[config.mk]
export PLATFORM = sky130hd
export DESIGN_NAME = alu8_core
export DESIGN_NICKNAME = d
export VERILOG_FILES = /design/src/rtl/alu8_pkg.sv /design/src/rtl/alu8_binarith.sv /design/src/rtl/alu8_decarith.sv /design/src/rtl/alu8_logicu.sv /design/src/rtl/alu8_core.sv
export SDC_FILE = /design/constraint.sdc
export NUM_CORES = 1
export LEC_CHECK = 0
export BUFFER_PORTS_ARGS = -buffer_cell sky130_fd_sc_hd__buf_2
export CORE_MARGIN = 5
export CORE_UTILIZATION = 65
export DETAILED_ROUTE_END_ITERATION = 10
export GPL_TIMING_DRIVEN = 0
export PLACE_DENSITY = 0.94
export RECOVER_POWER = 50
export SKIP_LAST_GASP = 1
export SYNTH_ARGS = -nofsm -noshare
export SYNTH_HDL_FRONTEND = slang
export SYNTH_HIERARCHICAL = 1
export SYNTH_SLANG_ARGS = --single-unit
[constraint.sdc]
create_clock -name clk -period 1.33 [get_ports clk]
set_input_delay 0.133 -clock clk [delete_from_list [all_inputs] [get_ports clk]]
set_output_delay 0.133 -clock clk [all_outputs]
set_load 0.05 [all_outputs]
[src/rtl/alu8_pkg.sv]
package alu8_pkg;

    localparam int unsigned DW = 8;

    // status byte bit positions
    localparam int unsigned FL_N = 7;
    localparam int unsigned FL_V = 6;
    localparam int unsigned FL_D = 3;
    localparam int unsigned FL_Z = 1;
    localparam int unsigned FL_C = 0;

    typedef enum logic [3:0] {
        OP_ADC  = 4'd0,
        OP_SBC  = 4'd1,
        OP_CMP  = 4'd2,
        OP_AND  = 4'd3,
        OP_OR   = 4'd4,
        OP_XOR  = 4'd5,
        OP_SHL  = 4'd6,
        OP_SHR  = 4'd7,
        OP_ROL  = 4'd8,
        OP_ROR  = 4'd9,
        OP_INC  = 4'd10,
        OP_DEC  = 4'd11,
        OP_BIT  = 4'd12,
        OP_PASS = 4'd13
    } alu_op_e;

    typedef struct packed {
        logic          vld;
        logic [DW-1:0] res;
        logic [DW-1:0] st;
    } alu_reg_t;

endpackage

[src/rtl/alu8_binarith.sv]
// Binary add / subtract. Subtract is add of the inverted operand, so the
// carry in acts as NOT borrow and the carry out as NOT borrow-out.
module alu8_binarith
    import alu8_pkg::*;
(
    input  logic [DW-1:0] a_i,
    input  logic [DW-1:0] b_i,
    input  logic          cin_i,
    input  logic          sub_i,
    output logic [DW-1:0] sum_o,
    output logic          cout_o,
    output logic          ovf_o
);
    logic [DW-1:0] b_eff;
    logic [DW:0]   wide;

    always_comb begin
        b_eff  = sub_i ? ~b_i : b_i;
        wide   = {1'b0, a_i} + {1'b0, b_eff} + {{DW{1'b0}}, cin_i};
        sum_o  = wide[DW-1:0];
        cout_o = wide[DW];
        ovf_o  = (a_i[DW-1] == b_eff[DW-1]) && (sum_o[DW-1] != a_i[DW-1]);
    end
endmodule

[src/rtl/alu8_decarith.sv]
// Packed-decimal add / subtract on two-digit operands. Digits are turned
// into a binary value 0..165, combined, folded into 0..99 and repacked.
// Out-of-range digits still give a fixed, bounded result.
module alu8_decarith
    import alu8_pkg::*;
(
    input  logic [DW-1:0] a_i,
    input  logic [DW-1:0] b_i,
    input  logic          cin_i,
    input  logic          sub_i,
    output logic [DW-1:0] sum_o,
    output logic          cout_o
);
    localparam int unsigned VW = 11;

    logic signed [VW-1:0] av, bv, raw, fold;
    logic [6:0]           mag;
    logic [6:0]           tens, ones;

    always_comb begin
        av = $signed({7'd0, a_i[7:4]}) * 11'sd10 + $signed({7'd0, a_i[3:0]});
        bv = $signed({7'd0, b_i[7:4]}) * 11'sd10 + $signed({7'd0, b_i[3:0]});
        if (sub_i) begin
            raw    = av - bv - $signed({10'd0, ~cin_i});
            cout_o = (raw >= 0);
        end else begin
            raw    = av + bv + $signed({10'd0, cin_i});
            cout_o = (raw > 11'sd99);
        end
        if      (raw >= 11'sd300) fold = raw - 11'sd300;
        else if (raw >= 11'sd200) fold = raw - 11'sd200;
        else if (raw >= 11'sd100) fold = raw - 11'sd100;
        else if (raw < -11'sd100) fold = raw + 11'sd200;
        else if (raw < 0)         fold = raw + 11'sd100;
        else                      fold = raw;
        mag   = fold[6:0];
        tens  = mag / 7'd10;
        ones  = mag % 7'd10;
        sum_o = {tens[3:0], ones[3:0]};
    end
endmodule

[src/rtl/alu8_logicu.sv]
// Bitwise, shift, rotate, step and pass operations. Returns the result and
// the carry a shift or rotate produces (otherwise the carry in).
module alu8_logicu
    import alu8_pkg::*;
(
    input  alu_op_e       op_i,
    input  logic [DW-1:0] r_i,
    input  logic [DW-1:0] m_i,
    input  logic          cin_i,
    output logic [DW-1:0] res_o,
    output logic          cout_o
);
    always_comb begin
        res_o  = m_i;
        cout_o = cin_i;
        unique case (op_i)
            OP_AND: res_o = r_i & m_i;
            OP_OR:  res_o = r_i | m_i;
            OP_XOR: res_o = r_i ^ m_i;
            OP_SHL: begin res_o = {m_i[DW-2:0], 1'b0};  cout_o = m_i[DW-1]; end
            OP_SHR: begin res_o = {1'b0, m_i[DW-1:1]};  cout_o = m_i[0];    end
            OP_ROL: begin res_o = {m_i[DW-2:0], cin_i}; cout_o = m_i[DW-1]; end
            OP_ROR: begin res_o = {cin_i, m_i[DW-1:1]}; cout_o = m_i[0];    end
            OP_INC: res_o = m_i + 1'b1;
            OP_DEC: res_o = m_i - 1'b1;
            default: res_o = m_i;
        endcase
    end
endmodule

[src/rtl/alu8_core.sv]
module alu8_core
    import alu8_pkg::*;
#(
    parameter bit DECIMAL_EN = 1'b1
) (
    input  logic          clk,
    input  logic          rst_n,
    input  logic          in_valid,
    input  logic [3:0]    op_sel,
    input  logic [DW-1:0] reg_in,
    input  logic [DW-1:0] mem_in,
    input  logic [DW-1:0] stat_in,
    output logic          out_valid,
    output logic [DW-1:0] res_out,
    output logic [DW-1:0] stat_out
);
    alu_op_e       op;
    logic          arith_sub, arith_cin;
    logic [DW-1:0] bin_sum, dec_sum, lu_res;
    logic          bin_c, bin_v, dec_c, lu_c, dec_sel;
    alu_reg_t      nxt_d, cur_q;

    assign op        = alu_op_e'(op_sel);
    assign arith_sub = (op != OP_ADC);
    assign arith_cin = (op == OP_CMP) ? 1'b1 : stat_in[FL_C];

    alu8_binarith u_bin (
        .a_i(reg_in), .b_i(mem_in), .cin_i(arith_cin), .sub_i(arith_sub),
        .sum_o(bin_sum), .cout_o(bin_c), .ovf_o(bin_v)
    );

    generate
        if (DECIMAL_EN) begin : g_dec
            alu8_decarith u_dec (
                .a_i(reg_in), .b_i(mem_in), .cin_i(stat_in[FL_C]), .sub_i(arith_sub),
                .sum_o(dec_sum), .cout_o(dec_c)
            );
            assign dec_sel = stat_in[FL_D];
        end else begin : g_nodec
            assign dec_sum = '0;
            assign dec_c   = 1'b0;
            assign dec_sel = 1'b0;
        end
    endgenerate

    alu8_logicu u_lu (
        .op_i(op), .r_i(reg_in), .m_i(mem_in), .cin_i(stat_in[FL_C]),
        .res_o(lu_res), .cout_o(lu_c)
    );

    always_comb begin
        nxt_d     = cur_q;
        nxt_d.vld = in_valid;
        if (in_valid) begin
            nxt_d.res = reg_in;
            nxt_d.st  = stat_in;
            unique case (op)
                OP_ADC, OP_SBC: begin
                    if (dec_sel) begin
                        nxt_d.res      = dec_sum;
                        nxt_d.st[FL_C] = dec_c;
                        nxt_d.st[FL_V] = (op == OP_ADC) ? dec_c : ~dec_c;
                    end else begin
                        nxt_d.res      = bin_sum;
                        nxt_d.st[FL_C] = bin_c;
                        nxt_d.st[FL_V] = bin_v;
                    end
                    nxt_d.st[FL_N] = nxt_d.res[DW-1];
                    nxt_d.st[FL_Z] = (nxt_d.res == '0);
                end
                OP_CMP: begin
                    nxt_d.st[FL_C] = bin_c;
                    nxt_d.st[FL_N] = bin_sum[DW-1];
                    nxt_d.st[FL_Z] = (bin_sum == '0);
                end
                OP_AND, OP_OR, OP_XOR, OP_INC, OP_DEC, OP_PASS,
                OP_SHL, OP_SHR, OP_ROL, OP_ROR: begin
                    nxt_d.res      = lu_res;
                    nxt_d.st[FL_C] = lu_c;
                    nxt_d.st[FL_N] = lu_res[DW-1];
                    nxt_d.st[FL_Z] = (lu_res == '0);
                end
                OP_BIT: begin
                    nxt_d.st[FL_Z] = ((reg_in & mem_in) == '0);
                    nxt_d.st[FL_N] = mem_in[DW-1];
                    nxt_d.st[FL_V] = mem_in[DW-2];
                end
                default: ;
            endcase
        end
    end

    always_ff @(posedge clk or negedge rst_n) begin
        if (!rst_n) cur_q <= '0;
        else        cur_q <= nxt_d;
    end

    assign out_valid = cur_q.vld;
    assign res_out   = cur_q.res;
    assign stat_out  = cur_q.st;

    // a request is answered in the very next cycle, and only then
    p_valid_follows_r12: assert property (@(posedge clk) disable iff (!rst_n)
        in_valid |=> out_valid);
    p_idle_quiet_r12: assert property (@(posedge clk) disable iff (!rst_n)
        !in_valid |=> (!out_valid && $stable(res_out) && $stable(stat_out)));
    // control bits of the status byte are carried through
    p_ctrl_passthru_r11: assert property (@(posedge clk) disable iff (!rst_n)
        in_valid |=> (stat_out[5:2] == $past(stat_in[5:2])));
    // compare leaves the register value and overflow untouched
    p_cmp_keeps_r5: assert property (@(posedge clk) disable iff (!rst_n)
        (in_valid && op_sel == 4'd2) |=>
            (res_out == $past(reg_in) && stat_out[FL_V] == $past(stat_in[FL_V])));
    // bit test loads sign and overflow from the operand
    p_bit_nv_r10: assert property (@(posedge clk) disable iff (!rst_n)
        (in_valid && op_sel == 4'd12) |=>
            (stat_out[7:6] == $past(mem_in[7:6]) && stat_out[FL_C] == $past(stat_in[FL_C])));
    // steps never touch carry or overflow
    p_step_cv_r9: assert property (@(posedge clk) disable iff (!rst_n)
        (in_valid && (op_sel == 4'd10 || op_sel == 4'd11)) |=>
            (stat_out[FL_V] == $past(stat_in[FL_V]) && stat_out[FL_C] == $past(stat_in[FL_C])));
endmodule

==> flow_summary.ini <==
[place]
hpwlAfterDp_mm = 14.0
port_buffers = 46
dp_slack_ns = -6.20
place_congestion = 0.960
placement.cell_area_um2 = 6840

[floorplanning]
die-height_um = 109
fp.dieW_um = 109
core_area_um2 = 9640
die-area_um2 = 11800
floorplan.io_pins = 48
row_count = 36
initial_core_util = 0.655

[timing]
drv_slew = 0
final_period_minus_worst_setup_slack_ns = 6.76
layout_worst_path_cycle_share = 5.08
hold_viol = 0
setup_viol = 12
finalClockSkew_ns = 0
layout_setup_ws_ns = -5.43
timing.setup.tns_ns = -51.03
rsz_0062_raised_after_global_routing = true
worst_slew_margin_rel = 0.411
fmax_mhz = 148
slew_at_the_pin_with_the_worst_max_slew_slack_ns = 0.880

[grt]
grt_usage = 0.351
total_overflow_reported_by_the_global_router = 0
grt_antenna_before_repair = 0
grt_pass1_vias = 7090
grt_start_max_net_pins = 18
grt_pass1_wl_mm = 33.8

[finish]
num-fill-cells = 515
layout-area-overhead-vs-synth_pct = 30.0
post_route_cells_drive_above_1_share = 0.336
finalCoreUtilization = 0.852
final_design_area_no_fill_um2 = 8210
nets = 1037
diodes = 0

[drt]
postRouteAntennaNets = 0
drt-wirelength-per-cell_um = 21.8
finalWirelength_mm = 23.1
route.detailed.vias_per_inst = 7.15
drt_first_iter_violations = 916
first_pass_iters = 9
vias = 7565
drc = 0

[min_path]
hp-class = primary input to register
hold_path_startpoint = in_valid

[cts]
tritoncts = built
clock_tree.htree_level_count = 1
cts_buffers = 3
maximum_count_of_clock_buffers_along_a_single_path = 2
cts_num_sinks = 17
worstSkewPairLatency_ns = 0.25
cts-root-buf = clkbuf_8
path_clk_slew_ns = 0.06

[synthesis]
synthesis.yosys.warnings = 6
synth_enable_flop_cells = 0
synthesis.nets = 925
synthCells = 814
post_synth_num_cell_types = 112
netlist_area_um2 = 6310
asyncSetResetFlopFracSynth = 1.00
avgSynthCellArea_um2 = 7.75
seq_area_frac_synth = 0.0674
ys.flop_type = dfrtp_1
synth.ff_latch_count = 17

[worst_setup_path]
cp-end-kind = register
peak_fanout_along_the_critical_path = 8
reg2reg_setup_slack_ns = 0.56
slowest_delay_ns = 0.59
setup.worst_path.start_class = primary input
cp.required_ns = 1.50
critPathLaunch = reg_in[6]
cpMostUsedCell = ha_4
timing_worst_setup_path_type = primary input to register
cp_slowest_cell = fa_1
critPathArrivalTime_ns = 6.93
reg2reg_from = res_out[4]

[run]
maxCapViolations = 0

[status]
violations = setup timing
outcome = finished, violations left
[per-layer routing]
layer,GRT usage,wire [um],share of wire,vias to the layer above
li1,-,-,-,3245
met1,0.413,8350,0.36,3529
met2,0.614,11000,0.47,597
met3,0.0436,2160,0.093,194
met4,0.192,1630,0.070,0
met5,0,0,0,-
[worst max-delay path: cells and delay by family]
family                     cells  cell delay, ns
adders and majority gates      6            1.67
buffers and inverters          4            0.56
xor gates and xnor gates       2            0.26
muxes                          1            0.31
AOI/OAI and AO/OA             13            2.60
and+or+nand+nor                8            1.36
[Yosys cell counts (6+ instances only)]
| master | instances | area [um2] |
|---|---|---|
| mux2i_1 | 24 | 240 |
| and2_1 | 8 | 50.1 |
| xnor2_1 | 25 | 219 |
| o22ai_1 | 6 | 37.5 |
| nand2_1 | 49 | 184 |
| a21o_1 | 15 | 113 |
| o21ai_0 | 38 | 190 |
| ha_1 | 70 | 876 |
| a21oi_1 | 40 | 200 |
| nor2_1 | 71 | 267 |
| and3_1 | 13 | 81.3 |
| nor4_1 | 7 | 43.8 |
| a211o_1 | 8 | 70.1 |
| nor3_1 | 15 | 75.1 |
| buf_6 | 11 | 124 |
| nor2b_1 | 19 | 119 |
| xor2_1 | 16 | 140 |
| a221oi_1 | 14 | 123 |
| clkbuf_1 | 13 | 48.8 |
| inv_1 | 73 | 274 |
| a31oi_1 | 10 | 62.6 |
| dfrtp_1 | 17 | 425 |
| or3_1 | 6 | 37.5 |
| o21a_1 | 14 | 105 |
| o211ai_1 | 9 | 67.6 |
| nand3_1 | 14 | 70.1 |
| o31ai_1 | 7 | 52.6 |
| mux2_2 | 6 | 67.6 |
| nand4_1 | 7 | 43.8 |
| fa_1 | 10 | 200 |
| a211oi_1 | 12 | 90.1 |
| buf_2 | 10 | 50.1 |
| nand2b_1 | 7 | 43.8 |
[cells in the final DEF (no fill, tap or decap), types with 8 or more instances in the layout]
master,instances
o21ai_0,24
o21a_1,12
nor2b_1,19
buf_4,64
clkbuf_1,11
nand3_1,14
nand2_1,45
o211ai_1,9
a211o_1,8
fa_1,10
nor2_1,60
o21ai_1,15
a21oi_2,10
a31oi_1,8
xnor2_1,13
inv_1,70
a21oi_1,29
nor3_1,11
mux2i_1,18
nor2_4,10
a211oi_1,8
buf_2,39
a221oi_1,8
buf_6,22
and3_1,9
ha_4,13
xnor2_2,10
dfrtp_1,17
ha_1,54
xor2_1,15
a21o_1,15
[through the flow]
step / hold WS (ns) / std cells
after global routing: 0.0202 / 1058
final: 0.0265 / 1058
after global placement: 0.0590 / 993
after floorplan: -0.163 / 814
after detailed placement: 0.0612 / 993
after CTS: 0.0119 / 1040
[logic make-up (layout without fill, tap and decap cells)]
kind of cell    after synthesis  in the layout  share of synthesized area
compound gates              266            266                      0.324
simple gates                255            255                      0.219
fa+ha+maj                    81             81                      0.172
buf+inv                     118            229                     0.0947
xor+xnor                     41             41                     0.0569
flops                        17             17                     0.0674
mux                          36             36                     0.0660
[flip-flops by register name (all words and copies together), names as in the netlist]
signal	cells
res_out	8
out_valid	1
stat_out	8
[final cells by class]
| cell class | instances | area (um2) | share of cell area |
|---|---|---|---|
| Sequential cell | 17 | 425 | 0.0518 |
| Timing Repair Buffer | 109 | 823 | 0.100 |
| Inverter | 75 | 284 | 0.0346 |
| Tap cell | 133 | 166 | 0.0203 |
| Buffer | 41 | 329 | 0.0401 |
| Clock buffer | 4 | 45.0 | 0.00549 |
| Multi-Input combinational cell | 679 | 6130 | 0.747 |
[timing repair]
action,in CTS,in global routing
setup endpoints to repair,12,12
cloned,0,0
setup buffers,43,19
pin swaps,61,42
hold buffers,1,0
hold endpoints to repair,17,0
gates resized for setup,131,52
[final timing paths]
| kind | to | cells past startpoint |
|---|---|---|
| min in group asynchronous | res_out[5] | 2 |
| setup reg to reg | res_out[4] | 2 |
| hold / removal | out_valid | 1 |
| hold reg to reg | stat_out[3] | 1 |
| setup / recovery | stat_out[1] | 34 |
| max in group asynchronous | stat_out[3] | 2 |
Power is not shown: default switching activity piles up to over one toggle a cycle in this logic, so the estimate is an artifact.
